`config.mk`:
```
export PLATFORM = sky130hd
export DESIGN_NAME = cf_sector_seq
export DESIGN_NICKNAME = d
export VERILOG_FILES = /design/src/rtl/cf_sector_seq.sv
export SDC_FILE = /design/constraint.sdc
export NUM_CORES = 1
export LEC_CHECK = 0
export ABC_CLOCK_PERIOD_IN_PS = 2400
export BUFFER_PORTS_ARGS = -buffer_cell sky130_fd_sc_hd__buf_2
export CAP_MARGIN = 40
export CORE_MARGIN = 3
export CORE_UTILIZATION = 49
export DETAILED_ROUTE_END_ITERATION = 7
export PLACE_DENSITY = 0.78
export SLEW_MARGIN = 20
export SYNTH_ARGS = -nofsm -noshare
export SYNTH_HDL_FRONTEND = slang
export SYNTH_SLANG_ARGS = --single-unit
```
`constraint.sdc`:
```
create_clock -name clk -period 2.4 [get_ports clk]
set_input_delay 0.36 -clock clk [delete_from_list [all_inputs] [get_ports clk]]
set_output_delay 0.36 -clock clk [all_outputs]
set_load 0.05 [all_outputs]
```
`src/rtl/cf_sector_seq.sv`:
```
module cf_sector_seq #(
  parameter int PAIRS = 256,
  parameter int TO_W  = 16
) (
  input  logic            clk,
  input  logic            rst_n,
  input  logic            start,
  input  logic            wr_mode,
  input  logic [27:0]     lba,
  input  logic [27:0]     max_sector,
  input  logic [TO_W-1:0] tmo_limit,
  input  logic            card_present,
  input  logic            card_ready,
  output logic [3:0]      bus_addr,
  output logic [7:0]      bus_wdata,
  output logic            bus_rd,
  output logic            bus_wr,
  input  logic [7:0]      bus_rdata,
  input  logic [7:0]      src_data,
  input  logic            src_valid,
  output logic            src_ready,
  output logic [7:0]      dst_data,
  output logic            dst_valid,
  input  logic            dst_ready,
  output logic            done,
  output logic            error,
  output logic [2:0]      err_code
);
  localparam int PW = (PAIRS > 1) ? $clog2(PAIRS) : 1;
  localparam logic [2:0] E_OK = 3'd0, E_RANGE = 3'd1, E_DEV = 3'd2, E_GONE = 3'd3, E_TMO = 3'd4;

  typedef enum logic [2:0] {S_IDLE, S_PRE, S_SET, S_DRQ, S_CHK, S_XFER, S_HOLD} st_t;
  st_t st;

  logic            wr_q, odd;
  logic [27:0]     lba_q;
  logic [2:0]      idx;
  logic [PW-1:0]   pair;
  logic [TO_W-1:0] cnt;
  logic [7:0]      rbyte, set_d;
  logic [3:0]      set_a;
  logic            fin;
  logic [2:0]      fin_code;

  wire poll      = (st == S_PRE) || (st == S_DRQ) || (st == S_CHK);
  wire dev_err   = ((st == S_PRE) || (st == S_DRQ)) && bus_rdata[0];
  wire sat       = (st == S_PRE) ? ((bus_rdata & 8'hF0) == 8'h50) :
                   (st == S_DRQ) ? ((bus_rdata & 8'hF8) == 8'h58) : card_ready;
  wire tmo       = ({1'b0, cnt} + 1'b1) == {1'b0, tmo_limit};
  wire last_pair = pair == PW'(PAIRS - 1);
  wire byte_done = (st == S_XFER && wr_q && src_valid) || (st == S_HOLD && dst_ready);

  always_comb begin
    case (idx)
      3'd0:    begin set_a = 4'd2; set_d = 8'h01; end
      3'd1:    begin set_a = 4'd3; set_d = lba_q[7:0]; end
      3'd2:    begin set_a = 4'd4; set_d = lba_q[15:8]; end
      3'd3:    begin set_a = 4'd5; set_d = lba_q[23:16]; end
      3'd4:    begin set_a = 4'd6; set_d = {4'hE, lba_q[27:24]}; end
      default: begin set_a = 4'd7; set_d = wr_q ? 8'h30 : 8'h20; end
    endcase
  end

  assign bus_rd    = (st == S_PRE) || (st == S_DRQ) || (st == S_XFER && !wr_q);
  assign bus_wr    = (st == S_SET) || (st == S_XFER && wr_q && src_valid);
  assign bus_addr  = (st == S_PRE || st == S_DRQ) ? 4'd7 :
                     (st == S_SET) ? set_a : (st == S_XFER) ? {3'b100, odd} : 4'd0;
  assign bus_wdata = (st == S_SET) ? set_d : (st == S_XFER) ? src_data : 8'h00;
  assign src_ready = (st == S_XFER) && wr_q;
  assign dst_valid = (st == S_HOLD);
  assign dst_data  = rbyte;

  always_comb begin
    fin = 1'b0;
    fin_code = E_OK;
    if (st == S_IDLE && start && !(lba < max_sector)) begin
      fin = 1'b1; fin_code = E_RANGE;
    end else if (poll) begin
      if (!card_present)   begin fin = 1'b1; fin_code = E_GONE; end
      else if (dev_err)    begin fin = 1'b1; fin_code = E_DEV; end
      else if (!sat && tmo) begin fin = 1'b1; fin_code = E_TMO; end
    end else if (byte_done && odd && last_pair) begin
      fin = 1'b1;
    end
  end

  always_ff @(posedge clk) begin
    if (!rst_n) begin
      st <= S_IDLE; wr_q <= 1'b0; lba_q <= '0; idx <= '0; pair <= '0; odd <= 1'b0;
      cnt <= '0; rbyte <= '0; done <= 1'b0; error <= 1'b0; err_code <= E_OK;
    end else begin
      done <= 1'b0;
      case (st)
        S_IDLE: if (start) begin
          wr_q <= wr_mode; lba_q <= lba; cnt <= '0; error <= 1'b0; err_code <= E_OK;
          st <= S_PRE;
        end
        S_PRE, S_DRQ, S_CHK:
          if (sat) begin
            cnt <= '0;
            if (st == S_PRE)      begin st <= S_SET; idx <= '0; end
            else if (st == S_DRQ) begin st <= S_CHK; pair <= '0; odd <= 1'b0; end
            else                  st <= S_XFER;
          end else cnt <= cnt + 1'b1;
        S_SET: begin
          idx <= idx + 1'b1;
          if (idx == 3'd5) st <= S_DRQ;
        end
        S_XFER: if (!wr_q) begin rbyte <= bus_rdata; st <= S_HOLD; end
        default: ;
      endcase
      if (byte_done) begin
        if (!odd) begin odd <= 1'b1; st <= S_XFER; end
        else begin odd <= 1'b0; pair <= pair + 1'b1; st <= S_CHK; end
      end
      if (fin) begin
        done <= 1'b1; error <= (fin_code != E_OK); err_code <= fin_code; st <= S_IDLE;
      end
    end
  end

  a_r10_strobe_excl: assert property (@(posedge clk) disable iff (!rst_n) !(bus_rd && bus_wr));
  a_r10_idle_quiet: assert property (@(posedge clk) disable iff (!rst_n)
    (st == S_IDLE) |-> (!bus_rd && !bus_wr));
  a_r9_done_pulse: assert property (@(posedge clk) disable iff (!rst_n) done |=> !done);
  a_r9_code_flag: assert property (@(posedge clk) disable iff (!rst_n)
    done |-> (error == (err_code != 3'd0)));
  a_r3_cmd_after_head: assert property (@(posedge clk) disable iff (!rst_n)
    (bus_wr && bus_addr == 4'd7) |-> $past(bus_wr && bus_addr == 4'd6));
  a_r1_range_abort: assert property (@(posedge clk) disable iff (!rst_n)
    (st == S_IDLE && start && !(lba < max_sector)) |=> (done && err_code == 3'd1 && !bus_rd && !bus_wr));
  a_r7_pair_gate: assert property (@(posedge clk) disable iff (!rst_n)
    (st == S_XFER && !odd && $past(st) == S_CHK) |-> $past(card_ready && card_present));
  a_r8_poll_bound: assert property (@(posedge clk) disable iff (!rst_n)
    (poll && tmo_limit != '0 && $stable(tmo_limit)) |-> (cnt < tmo_limit));
endmodule

```
Word-level counts from Yosys, hierarchy flattened
Index checks and enable logic that the tools add are counted.
Storage, ports and cells
  output and inout bits: 29
  flip-flop bits (word level): 73
  input bits: 96
  word-level logic and storage cells: 134
Operators by class
  mux-type cells: 55
  bitwise operators: 2
  eq/ne operators: 23
  $lt $le $gt $ge: 1
  $add $sub $neg: 4
  reduce and logical (&&, ||, !) cells: 38
Operators with widths (count)
  2-to-1 mux 8 bit: 8
  2-to-1 mux 3 bit: 16
  case mux 8 bit (5 select lines): 1
  2-to-1 mux 16 bit: 2
  case mux 16 bit (2 select lines): 1
  less-than comparator 28 bit: 1
  2-to-1 mux 1 bit: 20
  adder 16 x 1 -> 17 bit (second input constant): 1
  == test 17 x 16 -> 1 bit: 1
  adder 16 x 1 -> 16 bit (second input constant): 1
  == test 3 bit (second input constant): 5
  case mux 3 bit (5 select lines): 1
  nonzero test 2 bit: 7
  == test 3 x 2 -> 1 bit (second input constant): 4
  2-to-1 mux 4 bit: 3
  case mux 3 bit (4 select lines): 1
  logical AND 1 bit: 10
  inequality test 3 bit (second input constant): 3
  adder 8 x 1 -> 8 bit (second input constant): 1
  == test 8 bit (second input constant): 1
  inequality test 2 bit (second input constant): 4
  AND reduction 2 bit: 4
  == test 3 x 1 -> 1 bit (second input constant): 2
  logical NOT 3 bit: 2
  other kinds (16): 23

Logic depth before layout (Yosys ltp)
Gate-level depths: netlist of the first run.
  depth after elaboration: 12
  depth in mapped cells: 10
  mapped depth without buffers: 9

Least setup slack after synthesis of the first run
No wires, ideal clock.
  path type: reg2out
  from: reg idx[2]
  to: out bus_addr[0]
  setup slack: -0.487 ns
  data required time: 2.040 ns
  stages on the path, launching flop included: 10
  buffers on the path: 2
  arrival: 2.527 ns
  path through: dfxtp_1 > clkbuf_1 > clkbuf_1 > inv_1 > ha_1 > nor2_1 > o21ai_0 > o21ai_0 > a21oi_1 > o21ai_0
On the way
  cells in the longest elaborated chain, start to end: 4
  elaborated cells between the ends (all ways): 8
  classes of those cells: eq/ne (4); mux (3); reduce/logical (1)
RTL lines
  from (decl): RTL line 37  | logic [2:0] idx;
  from (signal assigned): RTL line 106  | idx <= idx + 1'b1;
  == test 3 bit, or another cell as far along: RTL line 54  | case (idx)
  case mux 3 bit (5 select lines) (*): RTL line 54
  2-to-1 mux 4 bit (*): RTL line 67  | (st == S_SET) ? set_a : (st == S_XFER) ? {3'b100, odd} : 4'd0;
  2-to-1 mux 4 bit (*): RTL line 66  | assign bus_addr = (st == S_PRE || st == S_DRQ) ? 4'd7 :
  to (decl): RTL line 14  | output logic [3:0] bus_addr,
Every way passes the cells marked *; elsewhere a longest branch is shown, timed or not.

Worst setup path in the final report of the first run
  from: reg idx[1]
  to: out bus_wdata[4]
On the way
  cells in the longest elaborated chain, start to end: 3
  elaborated cells between the ends (all ways): 7
  classes of those cells: eq/ne (4); mux (2); reduce/logical (1)
RTL lines
  == test 3 bit, or another cell as far along: RTL line 54
  case mux 8 bit (5 select lines) (*): RTL line 54
  2-to-1 mux 8 bit (*): RTL line 68  | assign bus_wdata = (st == S_SET) ? set_d : (st == S_XFER) ? src_data : 8'h00;
  to (decl): RTL line 15  | output logic [7:0] bus_wdata,
Marked as above.

==> impl_metrics.env, run 1 <==
export IMPL_ys_flop_type="dfxtp_1"
export IMPL_slew_viol_final=0
export IMPL_syn_area_sq_mm=0.00486
export IMPL_clk_path_buf_depth=2
export IMPL_cp_required_ns=2.04
export IMPL_ir_drop_v=0.000409
export IMPL_postRouteAntennaNets=0
export IMPL_first_pass_iters=5
export IMPL_layout_nets=951
export IMPL_crit_chain="ha_4, ha_4, a222oi_1, o21ai_1, a32o_2, buf_8"
export IMPL_period_share_pct=100
export IMPL_synth_edf_count=0
export IMPL_drive_gt1_share_pct=29.5
export IMPL_violations="setup timing"
export IMPL_crit_fanout=5
export IMPL_period_needed_ns=2.40
export IMPL_holdCritPathClass="in -> reg"
export IMPL_io_buffers=124
export IMPL_status="finished with violations"
export IMPL_overflow=0
export IMPL_slowest_stage="a222oi_1"
export IMPL_ys_seq_area_share_pct=30.0
export IMPL_cap_violations=0
export IMPL_areaGrowthSynthToFinish_pct=29.5
export IMPL_cts_sinks=73
export IMPL_layout_commonest_cell="nand2_1"
export IMPL_hpwl_um=11100
export IMPL_power_density_mw_per_mm2=715
export IMPL_synth_top_area_share_pct=30.0
export IMPL_post_route_util_pct=66.6
export IMPL_drc=0
export IMPL_die_w_um=106
export IMPL_avgSynthCellArea_sq_um=7.16
export IMPL_cts_max_level=3
export IMPL_clk_pin_slew_worst_paths_ns=0.09
export IMPL_synth_cells=679
export IMPL_crit_path_frequent_cell="ha_4"
export IMPL_cts_hold_buffers=0
export IMPL_core_area_sq_mm=0.00946
export IMPL_start_util_pct=51.4
export IMPL_slew_headroom_pct=65.2
export IMPL_setup_ws_ns=-0.00235
export IMPL_end_kind="output port"
export IMPL_vias_per_cell=5.68
export IMPL_placed_area_sq_mm=0.00585
export IMPL_grt_pass1_wl_um=23400
export IMPL_fmax_mhz=416
export IMPL_critPathLaunchType="register"
export IMPL_skew_ns=0.0156
export IMPL_tightest_slew_ns=0.515
export IMPL_synth_area_leader_cell="dfxtp_1"
export IMPL_place_congestion=0.999
export IMPL_cts_tree="done"
export IMPL_antenna_found_initial=0
export IMPL_ys_ff_latch=73
export IMPL_worstPathArrival_ns=2.04
export IMPL_slowest_delay_ns=0.40
export IMPL_rsz0062_at_grt="true"
export IMPL_die_h_um=106
export IMPL_synth_cell_type_count=61
export IMPL_grt_usage_pct=25.3
export IMPL_wirelength_um=14800
export IMPL_hold_viol_final=0
export IMPL_final_area_sq_mm=0.00630
export IMPL_synthTopCellsByArea="dfxtp_1 (30%), nand2_1 (9.9%), ha_1 (8.7%)"
export IMPL_antennaDiodeCount=0
export IMPL_wl_per_cell_um=15.5
export IMPL_routed_via_count=5423
export IMPL_setup_viol=1
export IMPL_grt_max_degree=45
export IMPL_cts_root_buf="clkbuf_8"
export IMPL_critical_path_class="reg -> out"
export IMPL_cts_buffers=9
export IMPL_ioPinCount=125
export IMPL_async_flop_share_pct=0
export IMPL_mostFrequentLayoutCells="nand2_1 (127), buf_2 (115), a21oi_1 (74)"
export IMPL_grt_pass1_vias=5048
export IMPL_yosysWarnings=0
export IMPL_drt_iter0_markers=296
export IMPL_die_area_sq_mm=0.0112
export IMPL_p_leak_nw=2.73
export IMPL_syn_nets=809
export IMPL_clk_latency_ns=0.35
export IMPL_num_rows=35
[synth_stat cells, drive strengths merged, types with 2 or more instances]
master,n
a211oi,6
a21boi,3
a21oi,76
a221oi,5
a222oi,3
a22o,2
a22oi,3
a311oi,6
a31oi,8
and2,4
and3,5
and3b,2
and4,2
buf,11
clkbuf,37
dfxtp,73
ha,34
inv,38
mux2,4
mux2i,4
nand2,128
nand2b,2
nand3,22
nand3b,4
nand4,16
nand4b,2
nor2,50
nor2b,8
nor3,15
nor3b,5
nor4,11
nor4bb,2
o211ai,3
o21a,4
o21ai,45
o22ai,2
o31a,2
or2,3
xnor2,9
xor2,7
[worst paths after layout]
kind / startpoint / to / slack (ns) / cells after the start
worst max-delay path: idx[1] / bus_wdata[4] / -0.002 / 6
worst max register to register: cnt[9] / err_code[0] / 0.12 / 7
worst min-delay path: bus_rdata[4] / dst_data[4] / 0.26 / 3
worst min register to register: dst_data[3] / dst_data[3] / 0.46 / 2
[kinds of logic after synthesis]
logic type	Yosys count	synth area share, %
muxes	8	1.83
xor gates and xnor gates	16	2.88
buffers and inverters	86	7.07
DFF	73	30.0
adders and majority gates	34	8.74
and+or+nand+nor	285	27.7
AOI/OAI and AO/OA	177	21.8
[repair_timing]
action / CTS / global route
endpoints found under the setup margin: 15 / 20
buffers inserted: 1 / 7
pin swaps: 2 / 10
gates resized for setup: 22 / 34
[per-layer routing]
metal	global-route usage [%]	vias to the layer above	part of all wire, %
li1	-	2664	-
met1	33.5	2497	44
met2	41.6	226	46
met3	4.47	36	7.2
met4	8.33	0	2.3
met5	0	-	0
[flip-flops by register name, summed over array words and instances, names as in the netlist]
register  count
err_code      3
error         1
dst_data      8
pair          8
lba_q        28
cnt          16
idx           3
done          1
odd           1
wr_q          1
st            3
[worst max-delay path, delay by kind of cell (launching register included)]
family	cells	cell delay, ns
adders and majority gates	2	0.34
DFF	1	0.38
buffers and inverters	1	0.16
AOI/OAI and AO/OA	3	0.82
[per-stage QoR]
| step | total power, mW | hold slack [ns] | instances | setup TNS [ns] | worst slack [ns] |
|---|---|---|---|---|---|
| floorplan | 2.81 | 0.432 | 679 | 0 | 0.000973 |
| detailed placement | 3.40 | 0.446 | 932 | -0.340 | -0.0934 |
| global route | 4.78 | 0.250 | 954 | -0.109 | -0.0610 |
| finish | 4.50 | 0.256 | 954 | -0.00235 | -0.00235 |
| CTS | 4.39 | 0.249 | 947 | -0.277 | -0.0590 |
| global placement | 3.36 | 0.440 | 932 | -0.0323 | -0.0273 |
[power breakdown]
part / internal, mW / switching (mW)
Combinational: 0.707 / 1.33
Sequential: 1.37 / 0.123
Clock: 0.501 / 0.471
[cell type report]
cell class              count  area (sq um)
clock buffers              10           138
clock inverters             5          56.3
fillers                   855          3160
inverters                  38           148
multi-input cells         520          3250
flip-flops and latches     73          1470
well taps                 129           161
repair buffers            179          1070
Power figures use the tool's default switching activity.
==> run 2, diff against run 1 <==
Settings changed: ABC_AREA from default to 1, PLACE_DENSITY 0.78 to 0.77.
==> run 2 against run 1 <==
Effect of this change:
- the flow now finishes without violations
- non-clock buffer count down 36
- power shrank 3.2%
- first-iteration DRC count down 22%
- sequential power hardly changed
- final cell count up 9.3%
- via count shrank 2.2%
- setup slack better by 0.071 ns
- hold slack got worse by 0.025 ns
- sequential share of layout area grew 0.50 points
- critical path type unchanged
==> impl_metrics.env, run 2 <==
export IMPL_async_flop_share_pct=0
export IMPL_drt_iter0_markers=231
export IMPL_slowest_delay_ns=0.36
export IMPL_io_buffers=124
export IMPL_grt_max_degree=47
export IMPL_worstPathArrival_ns=1.97
export IMPL_crit_fanout=6
export IMPL_avgSynthCellArea_sq_um=6.48
export IMPL_holdCritPathClass="in -> reg"
export IMPL_place_congestion=0.917
export IMPL_syn_area_sq_mm=0.00498
export IMPL_hold_viol_final=0
export IMPL_synth_area_leader_cell="dfxtp_1"
export IMPL_overflow=0
export IMPL_routed_via_count=5303
export IMPL_final_area_sq_mm=0.00614
export IMPL_first_pass_iters=5
export IMPL_hold_slack_ns=0.231
export IMPL_skew_ns=0.00912
export IMPL_cp_num_cells=7
export IMPL_cts_root_buf="clkbuf_8"
export IMPL_num_rows=36
export IMPL_hpwl_um=10400
export IMPL_end_kind="output port"
export IMPL_ir_drop_v=0.000445
export IMPL_drive_gt1_share_pct=24.0
export IMPL_synth_edf_count=0
export IMPL_critical_path_class="reg -> out"
export IMPL_period_share_pct=97.1
export IMPL_antennaDiodeCount=0
export IMPL_largest_reg_flops=28
export IMPL_clk_path_buf_depth=2
export IMPL_setup_viol=0
export IMPL_p_leak_nw=3.04
export IMPL_drc=0
export IMPL_areaGrowthSynthToFinish_pct=23.3
export IMPL_layout_nets=1036
export IMPL_cts_max_level=3
export IMPL_p_seq_share_pct=34.6
export IMPL_synthTopCellsByArea="dfxtp_1 (29%), nand2_1 (14%), ha_1 (8.5%)"
export IMPL_p_clk_share_pct=21.5
export IMPL_path_delay_family="compound AO/OA/AOI/OAI gates"
export IMPL_placed_area_sq_mm=0.00579
export IMPL_die_h_um=107
export IMPL_top_register="lba_q"
export IMPL_swShare_pct=43.6
export IMPL_synth_cell_type_count=48
export IMPL_synth_top_area_share_pct=29.3
export IMPL_p_int_mw=2.46
export IMPL_cts_sinks=73
export IMPL_die_area_sq_mm=0.0114
export IMPL_slowest_stage="dfxtp_2"
export IMPL_hold_depth=3
export IMPL_ys_flop_type="dfxtp_1"
export IMPL_wl_per_cell_um=12.8
export IMPL_cts_tree="done"
export IMPL_tightest_slew_ns=0.611
export IMPL_cp_required_ns=2.04
export IMPL_critPathLaunchType="register"
export IMPL_yosys_top_cells_count="nand2_1 (188), inv_1 (112), a21oi_1 (76), dfxtp_1 (73), nor2_1 (70)"
export IMPL_clk_latency_ns=0.35
export IMPL_grt_pass1_wl_um=21700
export IMPL_synth_cells=769
export IMPL_postRouteAntennaNets=0
export IMPL_start_util_pct=50.7
export IMPL_top_regs="lba_q (28), cnt (16)"
export IMPL_clk_pin_slew_worst_paths_ns=0.08
export IMPL_crit_chain="ha_1, ha_2, inv_2, o22ai_1, a221oi_2, o21ai_0, buf_2"
export IMPL_slew_headroom_pct=59.2
export IMPL_ioPinCount=125
export IMPL_power_switching_mw=1.90
export IMPL_mostFrequentLayoutCells="nand2_1 (184), buf_2 (118), inv_1 (106)"
export IMPL_cp_buffers_inverters=2
export IMPL_fmax_mhz=429
export IMPL_vias_per_cell=5.08
export IMPL_cts_buffers=9
export IMPL_reg2reg_depth=15
export IMPL_yosysWarnings=0
export IMPL_period_needed_ns=2.33
export IMPL_yosysMostFrequentCell="nand2_1"
export IMPL_layout_commonest_cell="nand2_1"
export IMPL_ys_seq_area_share_pct=29.3
export IMPL_die_w_um=107
export IMPL_wirelength_um=13300
export IMPL_core_area_sq_mm=0.00982
export IMPL_slew_viol_final=0
export IMPL_grt_pass1_vias=4842
export IMPL_grt_usage_pct=23.2
export IMPL_power_density_mw_per_mm2=710
export IMPL_cap_violations=0
export IMPL_status="finished, final reports clean"
export IMPL_antenna_found_initial=0
export IMPL_comb_power_share_pct=43.9
export IMPL_syn_nets=899
export IMPL_ys_ff_latch=73
## run 2: area by class of cell
type	count	area, sq um
sequential	73	1470
clock inverter	5	57.6
fill	958	3680
tap	133	166
multi-input combinational	559	3080
inverter	120	462
clock buffer	10	128
timing repair buffer	143	778
## run 2: per-layer routing
layer,share of wire (%),global-route usage [%],wire length [um]
met5,0,0,0
met2,47,40.2,6270
met1,44,28.9,5830
met4,3.0,8.58,398
met3,6.1,3.79,805
## run 2: worst min-delay path: stages
cell and delay, ns:
buf_2 0.07, nor2_1 0.03, nor2_1 0.08
## run 2: timing repair
action / in CTS / in global routing
cloned: 0 / 0
buffers inserted: 0 / 7
pin swaps: 2 / 4
endpoints found under the setup margin: 12 / 12
resized for setup: 15 / 27
hold buffers: 0 / 0
## run 2: logic make-up (layout without fill, tap and decap cells)
| logic type | Yosys count | in the layout | share of synthesized area (%) |
|---|---|---|---|
| xor gates and xnor gates | 4 | 4 | 0.704 |
| and+or+nand+nor | 360 | 360 | 33.0 |
| adders and majority gates | 34 | 34 | 8.54 |
| buffers and inverters | 137 | 278 | 10.5 |
| DFF | 73 | 73 | 29.3 |
| AOI/OAI and AO/OA | 161 | 161 | 17.9 |
## run 2: final timing paths
check | endpoint | slack (ns) | startpoint
max | bus_wdata[2] | 0.07 | idx[0]
min | dst_data[2] | 0.23 | bus_rdata[2]
max reg2reg | error | 0.25 | cnt[6]
min reg2reg | lba_q[17] | 0.46 | lba_q[17]
## run 2: stage by stage
stage / util [%] / power (mW) / setup slack (ns) / cells / setup TNS [ns]
floorplan: - / 2.82 / -0.0682 / 769 / -0.409
global placement: 58.9 / 3.35 / 0.231 / 1021 / 0
CTS: 61.2 / 4.32 / 0.0108 / 1036 / 0
detailed placement: 58.9 / 3.37 / 0.214 / 1021 / 0
finish: 62.6 / 4.36 / 0.0691 / 1043 / 0
global route: 62.6 / 4.65 / -0.00818 / 1043 / -0.0102
## run 2: power by group through the flow
stage	clock, mW	sequential [mW]	combinational [mW]
detailed placement	0	1.52	1.85
global placement	0	1.52	1.84
floorplan	0	1.60	1.22
finish	0.939	1.51	1.91
CTS	0.944	1.50	1.88
global route	1.01	1.53	2.11
